--- src/rtl/dram_pwr_seq.sv ---
module dram_pwr_seq #(
  parameter int NBANK  = 8,
  parameter int TW     = 32,
  parameter int CW     = 32,
  parameter int T_RP   = 4,
  parameter int T_RFC  = 20,
  parameter int T_REFI = 400,
  localparam int BW    = (NBANK > 1) ? $clog2(NBANK) : 1,
  localparam int NW    = $clog2(NBANK + 1)
)(
  input  logic              clk,
  input  logic              rst,
  input  logic [TW-1:0]     cyc_now,
  input  logic              act_vld,
  input  logic [BW-1:0]     act_bank,
  input  logic [TW-1:0]     act_time,
  input  logic [TW-1:0]     act_ras_time,
  input  logic              pre_vld,
  input  logic [BW-1:0]     pre_bank,
  input  logic [TW-1:0]     pre_time,
  output logic              issue_hold,
  output logic [2:0]        pstate,
  output logic [1:0]        rstate,
  output logic [NW-1:0]     open_banks,
  output logic [5*CW-1:0]   resid_flat,
  output logic              trans_err
);
  localparam int NPS = 5;
  localparam logic [2:0] PS_IDLE = 3'd0, PS_REF = 3'd1, PS_ACT = 3'd3;
  localparam logic [1:0] RS_WAIT = 2'd0, RS_CLOSE = 2'd1, RS_RUN = 2'd2;
  localparam logic [TW-1:0] RP_T   = TW'(T_RP);
  localparam logic [TW-1:0] RFC_T  = TW'(T_RFC);
  localparam logic [TW-1:0] REFI_T = TW'(T_REFI);

  logic [NBANK-1:0] bk_open;
  logic [TW-1:0]    bk_free [NBANK];
  logic [TW-1:0]    bk_ras  [NBANK];
  logic [TW-1:0]    done_t  [NBANK];
  logic [TW-1:0]    close_max;
  logic             any_open;

  logic [NW-1:0] cnt;
  logic          act_ok, pre_ok, ref_close;

  logic          act_pend, pre_pend, ptr_pend;
  logic [TW-1:0] act_at, pre_at, ptr_at;
  logic          act_due, pre_due, ptr_fire;

  logic [2:0]    pwr;
  logic [1:0]    rs;
  logic [TW-1:0] ent, ref_at, ref_due;
  logic [CW-1:0] res [NPS];

  logic          quiet, ref_req, pre_req, act_req, clash, go;
  logic [1:0]    nreq;
  logic [2:0]    tgt, fin;
  logic [CW-1:0] dur_c;
  logic [CW:0]   sum_w;

  assign issue_hold = (rs != RS_WAIT);
  assign act_ok     = act_vld && !issue_hold && !bk_open[act_bank];
  assign pre_ok     = pre_vld && !issue_hold &&  bk_open[pre_bank];
  assign quiet      = (pwr == PS_IDLE) && (cnt == '0);
  assign ref_close  = (rs == RS_CLOSE) && !quiet;

  for (genvar g = 0; g < NBANK; g++) begin : g_bank
    logic [TW-1:0] m1;
    assign m1 = (bk_free[g] > bk_ras[g]) ? bk_free[g] : bk_ras[g];
    assign done_t[g] = ((m1 > cyc_now) ? m1 : cyc_now) + RP_T;
  end

  always_comb begin
    close_max = '0;
    any_open  = 1'b0;
    for (int i = 0; i < NBANK; i++)
      if (bk_open[i]) begin
        any_open = 1'b1;
        if (done_t[i] > close_max) close_max = done_t[i];
      end
  end

  always_ff @(posedge clk) begin
    if (rst) bk_open <= '0;
    else if (ref_close) bk_open <= '0;
    else begin
      if (act_ok) begin
        bk_open[act_bank] <= 1'b1;
        bk_free[act_bank] <= act_time;
        bk_ras[act_bank]  <= act_ras_time;
      end
      if (pre_ok) bk_open[pre_bank] <= 1'b0;
    end
  end

  always_ff @(posedge clk) begin
    if (rst) cnt <= '0;
    else if (ref_close) cnt <= '0;
    else cnt <= cnt + NW'(act_ok) - NW'(pre_ok);
  end

  assign act_due  = act_pend && (cyc_now >= act_at);
  assign pre_due  = pre_pend && (cyc_now >= pre_at);
  assign ptr_fire = ptr_pend && (cyc_now >= ptr_at);

  always_ff @(posedge clk) begin
    if (rst) act_pend <= 1'b0;
    else begin
      if (act_due) act_pend <= 1'b0;
      if (act_ok) begin
        act_pend <= 1'b1;
        act_at   <= (act_pend && !act_due && act_at < act_time) ? act_at : act_time;
      end
    end
  end

  logic          pnew_v;
  logic [TW-1:0] pnew_t;
  assign pnew_v = pre_ok || (ref_close && any_open);
  assign pnew_t = pre_ok ? pre_time : close_max;

  always_ff @(posedge clk) begin
    if (rst) pre_pend <= 1'b0;
    else begin
      if (pre_due) pre_pend <= 1'b0;
      if (pnew_v) begin
        pre_pend <= 1'b1;
        pre_at   <= (pre_pend && !pre_due && pre_at > pnew_t) ? pre_at : pnew_t;
      end
    end
  end

  assign ref_req = (rs == RS_CLOSE) && quiet;
  assign pre_req = pre_due && (cnt == '0) && (pwr == PS_ACT);
  assign act_req = act_due && (pwr != PS_ACT);
  assign nreq    = 2'(ref_req) + 2'(pre_req) + 2'(act_req);
  assign clash   = (nreq > 2'd1) || (ptr_pend && nreq != 2'd0);

  always_comb begin
    go  = 1'b1;
    tgt = PS_IDLE;
    if (ptr_fire)      tgt = PS_IDLE;
    else if (ptr_pend) go  = 1'b0;
    else if (ref_req)  tgt = PS_REF;
    else if (pre_req)  tgt = PS_IDLE;
    else if (act_req)  tgt = PS_ACT;
    else               go  = 1'b0;
  end

  assign fin   = (tgt == PS_IDLE && pwr == PS_ACT && rs == RS_RUN) ? PS_REF : tgt;
  assign dur_c = CW'(cyc_now - ent);
  assign sum_w = {1'b0, res[pwr]} + {1'b0, dur_c};

  always_ff @(posedge clk) begin
    if (rst) begin
      pwr <= PS_IDLE;
      ent <= cyc_now;
      for (int s = 0; s < NPS; s++) res[s] <= '0;
    end else if (go) begin
      pwr      <= fin;
      ent      <= cyc_now;
      res[pwr] <= sum_w[CW] ? '1 : sum_w[CW-1:0];
    end
  end

  always_ff @(posedge clk) begin
    if (rst) ptr_pend <= 1'b0;
    else if (go && fin == PS_REF) begin
      ptr_pend <= 1'b1;
      ptr_at   <= cyc_now + RFC_T;
    end else if (ptr_fire) ptr_pend <= 1'b0;
  end

  always_ff @(posedge clk) begin
    if (rst) trans_err <= 1'b0;
    else if (clash) trans_err <= 1'b1;
  end

  always_ff @(posedge clk) begin
    if (rst) begin
      rs      <= RS_WAIT;
      ref_at  <= REFI_T - RP_T;
      ref_due <= REFI_T;
    end else begin
      case (rs)
        RS_WAIT:  if (cyc_now >= ref_at) rs <= RS_CLOSE;
        RS_CLOSE: rs <= RS_RUN;
        default:  if (go && pwr == PS_REF) rs <= RS_WAIT;
      endcase
      if (go && fin == PS_REF) begin
        ref_at  <= ref_due + REFI_T - RP_T;
        ref_due <= ref_due + REFI_T;
      end
    end
  end

  for (genvar s = 0; s < NPS; s++) begin : g_res
    assign resid_flat[s*CW +: CW] = res[s];
  end

  assign pstate     = pwr;
  assign rstate     = rs;
  assign open_banks = cnt;
endmodule

--- config.mk ---
export PLATFORM = sky130hd
export DESIGN_NAME = dram_pwr_seq
export DESIGN_NICKNAME = d
export VERILOG_FILES = /design/src/rtl/dram_pwr_seq.sv
export SDC_FILE = /design/constraint.sdc
export NUM_CORES = 2
export LEC_CHECK = 0
export ABC_CLOCK_PERIOD_IN_PS = 33000
export BUFFER_PORTS_ARGS = -buffer_cell sky130_fd_sc_hd__buf_2
export CAP_MARGIN = 20
export CORE_MARGIN = 3
export CORE_UTILIZATION = 35
export CTS_CLUSTER_DIAMETER = 200
export CTS_CLUSTER_SIZE = 30
export DETAILED_ROUTE_END_ITERATION = 10
export PLACE_DENSITY = 0.6
export SYNTH_ARGS = -nofsm -noshare
export SYNTH_HDL_FRONTEND = slang
export SYNTH_SLANG_ARGS = --single-unit
--- constraint.sdc ---
create_clock -name clk -period 33 [get_ports clk]
set_input_delay 4.95 -clock clk [delete_from_list [all_inputs] [get_ports clk]]
set_output_delay 4.95 -clock clk [all_outputs]
set_load 0.03 [all_outputs]
* Word level (Yosys, flattened, before mapping)
Memory sizes are Yosys's and may differ from the RTL's. A register that Yosys moved wholly into a read port is not among the register bits.
Index checks and enable logic that the tools add are counted.
W data, S select, Z words.
** Storage, ports and cells
- Logic and storage cells :: 221
- Bits in registers :: 213
- RAM bits :: 672
- Memories kept :: 3
** Cells by class
- Bitwise logic cells :: 6
- Order comparisons :: 35
- Multiplexer cells :: 90
- Reductions and logical operators :: 49
- Eq/ne operators :: 7
- $add $sub $neg :: 17
** Memories
- bk_free :: words 8, width 32, read ports 8, clocked after Yosys merged registers in 0, write ports 1, RTL line 36 : logic [TW-1:0] bk_free [NBANK];
- bk_ras :: words 8, width 32, read ports 8, clocked after Yosys merged registers in 0, write ports 1, RTL line 37 : logic [TW-1:0] bk_ras [NBANK];
- res :: words 5, width 32, read ports 6, clocked after Yosys merged registers in 1, write ports 5, RTL line 52 : logic [CW-1:0] res [NPS];
** Operators by type and width (number)
- $mux W32 :: 37
- $gt A32 B32 Y1 :: 24
- $add A32 B3 Y32 const B :: 8
- $ge A32 B32 Y1 :: 4
- $add A32 B32 Y33 :: 1
- $mux W1 :: 33
- $add A32 B5 Y32 const B :: 1
- $add A32 B9 Y32 const B :: 1
- $gt A32 B1 Y1 const B :: 1
- $lt A32 B32 Y1 :: 1
- $mux W8 :: 4
- $reduce_or A32 Y1 :: 1
- $sub A32 B3 Y32 const B :: 1
- $sub A32 B32 Y32 :: 1
- $logic_and A1 B1 Y1 :: 25
- $mux W2 :: 7
- $mux W3 :: 4
- $reduce_bool A2 Y1 :: 6
- $and A8 B8 Y8 :: 1
- $lt A3 B4 Y1 const B :: 2
- $not A8 Y8 :: 1
- $or A8 B8 Y8 :: 1
- $bmux W1 S3 :: 2
- $demux W1 S3 :: 2
- other kinds (23) :: 35

* Depth between registers and ports, before layout
An unclocked memory read counts as a cell.
- Depth after elaboration :: 35
- Depth in mapped cells :: 161
- Gate-level depth less buffers :: 136

* Worst setup path before layout
OpenSTA, ideal clock, no wires.
- Path type :: input port to flip-flop
- Start :: in cyc_now[11]
- End :: reg pre_at[0], enable pin
- Arrival :: 34256 ps
- Required time :: 32526 ps
- Cell stages on the path :: 143
- Slack :: -1731 ps
- Cell sequence :: clkbuf_1 clkinv_1 ha_1 nand4_1 nor3_2 a21boi_1 or4b_1 buf_2 a21oi_1 buf_2 buf_1 buf_2 nor2_1 a21oi_1 ha_1 clkbuf_1 nand4_1 mux2i_1 [107 not listed] o311ai_1 nand2_1 nor2_1 clkbuf_1 a221o_1 ha_1 nand3_1 o22ai_1 o21a_1 o21a_1 o21ai_0 nand2b_1 a21oi_1 o221ai_1 a221o_1 a221oi_1 nor2_1 a221oi_1
** On the way
- Cells in the longest elaborated chain, start to end :: 32
- Elaborated cells between the ends (all ways) :: 57
** Ends and longest elaborated chain
- start: declaration :: RTL line 13 : input logic [TW-1:0] cyc_now,
- $gt A32 B32 Y1 :: RTL line 69 : assign done_t[g] = ((m1 > cyc_now) ? m1 : cyc_now) + RP_T;
- $mux W32 :: RTL line 69
- $add A32 B3 Y32 :: RTL line 69
- $gt A32 B1 Y1 :: RTL line 78 : if (done_t[i] > close_max) close_max = done_t[i];
- $mux W32 :: RTL line 78
- $mux W32 :: RTL line 76 : if (bk_open[i]) begin
- $gt A32 B32 Y1 :: RTL line 78
- $mux W32 :: RTL line 78
- [16 not listed]
- $gt A32 B32 Y1 :: RTL line 78
- $mux W32 :: RTL line 78
- $mux W32 :: RTL line 76
- $mux W32 :: RTL line 119 : assign pnew_t = pre_ok ? pre_time : close_max;
- $gt A32 B32 Y1 :: RTL line 127 : pre_at <= (pre_pend && !pre_due && pre_at > pnew_t) ? pre_at : pnew_t;
- $logic_and A1 B1 Y1 (*) :: RTL line 127
- $not A1 Y1 (no line) (*)
- $reduce_and A3 Y1 (no line) (*)
- end signal: assignment :: RTL line 127
- end: declaration :: RTL line 46 : logic [TW-1:0] act_at, pre_at, ptr_at;
Every way passes the cells marked *; elsewhere a longest branch is shown, timed or not.
A chain may end at the register's enable or synchronous reset.

* Final worst setup path
- Start :: in cyc_now[20]
- End :: reg pre_at[11], enable pin
The elaborated chain is that of the path after synthesis.

==> metrics.cfg <==
[run_status]
status=complete, no violations

[min_path]
worstHoldEndpoint=ref_at[6]
whs_path_depth=2
hp-class=reg2reg
hold_path.startpoint=ref_at[6]

[synthesis]
synth_area_leader_cell=edfxtp_1
syn_area_per_cell_um2=9.324
synth_area_um2=71930
synth_area_leaders=edfxtp_1, ha_1, a21oi_1
ys_ff_latch=846
synth_top_cell_area_share_pct=32.06
synth_edf_count=768
synth_seq_area_share_pct=34.23
async_reset_ff_share_pct=0
yosysWarnings=0
syn_inst=7715
synth_ff_type=edfxtp_1
yosysUniqueCellTypes=123

[detailed_routing]
drt-total-wl_mm=338.7
met1_length_mm=143.8
drt_iter0_markers=9235
viasPerCell=6.083
dr.pass1.iters=8
met2_length_mm=137.1
wl_per_cell_um=31.55
wl_met3_mm=37.09
highest_layer=met5
via_count=65289
drc=0
ant_nets=0

[floorplan]
die_h_um=459.3
rows=165
core_area_um2=203400
die_area_um2=211000
io_pins=309
start_util_pct=35.37
fp.dieW_um=459.3

[layout]
nFillCells=20072
area_growth_pct=9.746
final_util_pct=38.82
drive_gt1_share_pct=11.71
nets=9168
layout.cells.non_filler=10733

[clock_network]
cts_max_path_buffers=3
root_buffer=clkbuf_16
cts_max_level=2
clock-sinks=846
cts_buffers=35
clkTransAtPathRegs_ns=0.13
hold_buffers=0
tritoncts=yes
clk_latency_ns=0.75

[timing]
slew_headroom_pct=12.71
slew_viol_final=0
fmax_mhz=31.71
max_slew.worst_pin.slew_ns=1.296
fin_ws_ns=1.463
fin_crit_sh_pct=95.57
hold_viol=0
fin_worst_skew_ns=0.07132
setup_viol=0
period_minus_slack_ns=31.54

[worst_setup_path]
critPathRequiredTime_ns=33.41
arrival_ns=31.95
start_kind=primary input
r2r-start=bk_free[0][25]
cp_slowest_stage_delay_ns=0.59
rrSetupSlack_ns=2.99
r2r_cells=135
crit_fanout=35
path_class=in2reg
cp-end-kind=register
worstReg2RegEnd=pre_at[11]
critPathSlowestCell=or4_1

[place]
io_buffers=275
dp_cells=10654
finalWeightedCongestion=1.049
dp_hpwl_mm=270.3
dp_slack_ns=0.5921

[global_routing]
track_usage_pct=30.92
grt_overflow=0
grt_pass1_vias=59568
grt_max_degree=80
grt_pass1_wl_mm=462.2
antenna_found_initial=40

[pwr]
power.leakage_nw=32.96
power_mw=3.097
ir_drop_mv=0.04094
power_density_nw_per_um2=39.24

[flow_run]
cap_violations=0

## area by class of cell
type                    count  area (um^2)  area share (%)
inverters                 711         2675           3.389
well taps                2672         3343           4.235
flip-flops and latches    846        24620           31.19
repair buffers            553         3535           4.477
multi-input cells        5882        43700           55.36
clock buffers              39        890.9           1.128
clock inverters             8        118.9          0.1506
diodes                     22        55.05         0.06974
## metal layers
layer,vias to the layer above,GRT usage (%)
li1,28940,-
met1,31627,43.75
met2,4090,44.48
met3,624,6.127
met4,8,15.71
met5,-,0
## critical path: cells and delay by family
kind	cells	cell delay (ns)
buffers and inverters	20	4.08
muxes	2	0.80
and+or+nand+nor	38	6.74
adders and majority gates	10	3.06
AOI/OAI and AO/OA	62	12.22
## worst max-delay path by stage
stage	startpoint	end
2_1_floorplan	cyc_now[11]	pre_at[0]
3_3_place_gp	cyc_now[1]	pre_at[6]
3_5_place_dp	cyc_now[1]	pre_at[3]
4_1_cts	cyc_now[1]	pre_at[2]
5_1_grt	cyc_now[14]	pre_at[10]
6_report	cyc_now[20]	pre_at[11]
## stage by stage
stage	area (um^2)	TNS, ns	hold WS (ns)
2_1_floorplan	72080	0	0.4319
3_3_place_gp	77770	0	0.4390
3_5_place_dp	77770	0	0.4484
4_1_cts	78780	0	0.4680
5_1_grt	78900	-0.1588	0.4887
6_report	78940	0	0.4655
## synthesized netlist by cell type (all sizes together) (27+ instances only)
| library cell | count |
|---|---|
| nor3 | 137 |
| nor2 | 607 |
| a21oi | 539 |
| nand4 | 205 |
| and3 | 70 |
| a31oi | 72 |
| o31ai | 36 |
| ha | 997 |
| xnor2 | 272 |
| a21o | 254 |
| nand3 | 227 |
| or3 | 64 |
| or2 | 43 |
| nor2b | 71 |
| o21ai | 411 |
| dfxtp | 78 |
| a211oi | 66 |
| edfxtp | 768 |
| o211ai | 55 |
| mux2 | 149 |
| mux2i | 170 |
| nand2 | 560 |
| nand2b | 66 |
| xor2 | 105 |
| clkbuf | 196 |
| inv | 702 |
| and4 | 27 |
| a221oi | 33 |
| buf | 112 |
| mux4 | 34 |
| and2 | 43 |
| a211o | 31 |
| nor4 | 74 |
| o21a | 61 |
## placed cells by master (no fill, tap or decap), types with 105 or more instances in the layout
master      n
nand4_1   203
mux2_2    146
buf_4     269
buf_2     273
a21o_1    252
edfxtp_1  768
o21ai_0   399
a21oi_1   531
nor3_1    131
xor2_1    105
nand3_1   225
xnor2_1   270
inv_1     701
nand2_1   560
ha_1      996
nor2_1    598
mux2i_1   167
## power breakdown
group	switching (mW)	total (mW)	internal [mW]
Clock	0.376	0.580	0.203
Combinational	0.839	1.27	0.426
Sequential	0.0270	1.25	1.22
Total	1.24	3.10	1.85
## what timing repair did
item | CTS | global route
setup endpoints to repair | 0 | 32
buffers inserted | 0 | 7
resized for setup | 0 | 9
## state kept, by name, indices dropped and copies added, names as in the netlist, 2 cells and up, named ones only
| register | flops |
|---|---|
| res | 128 |
| bk_free | 256 |
| pstate | 2 |
| bk_open | 8 |
| bk_ras | 256 |
| ent | 32 |
| ref_at | 28 |
| ref_due | 28 |
| pre_at | 32 |
| open_banks | 4 |
| act_at | 32 |
| ptr_at | 32 |
| rstate | 2 |
## kinds of logic (layout without fill, tap and decap cells)
family / Yosys count / after routing / share of synthesized area (%)
and+or+nand+nor: 2270 / 2270 / 15.52
xor gates and xnor gates: 377 / 377 / 4.601
muxes: 353 / 353 / 5.803
DFF: 846 / 846 / 34.23
adders and majority gates: 1001 / 1001 / 17.45
AOI/OAI and AO/OA: 1848 / 1848 / 16.77
buffers and inverters: 1019 / 1311 / 5.620
other: 1 / 55 / 0.005213
Note: power is estimated with default switching activity, not from simulation.
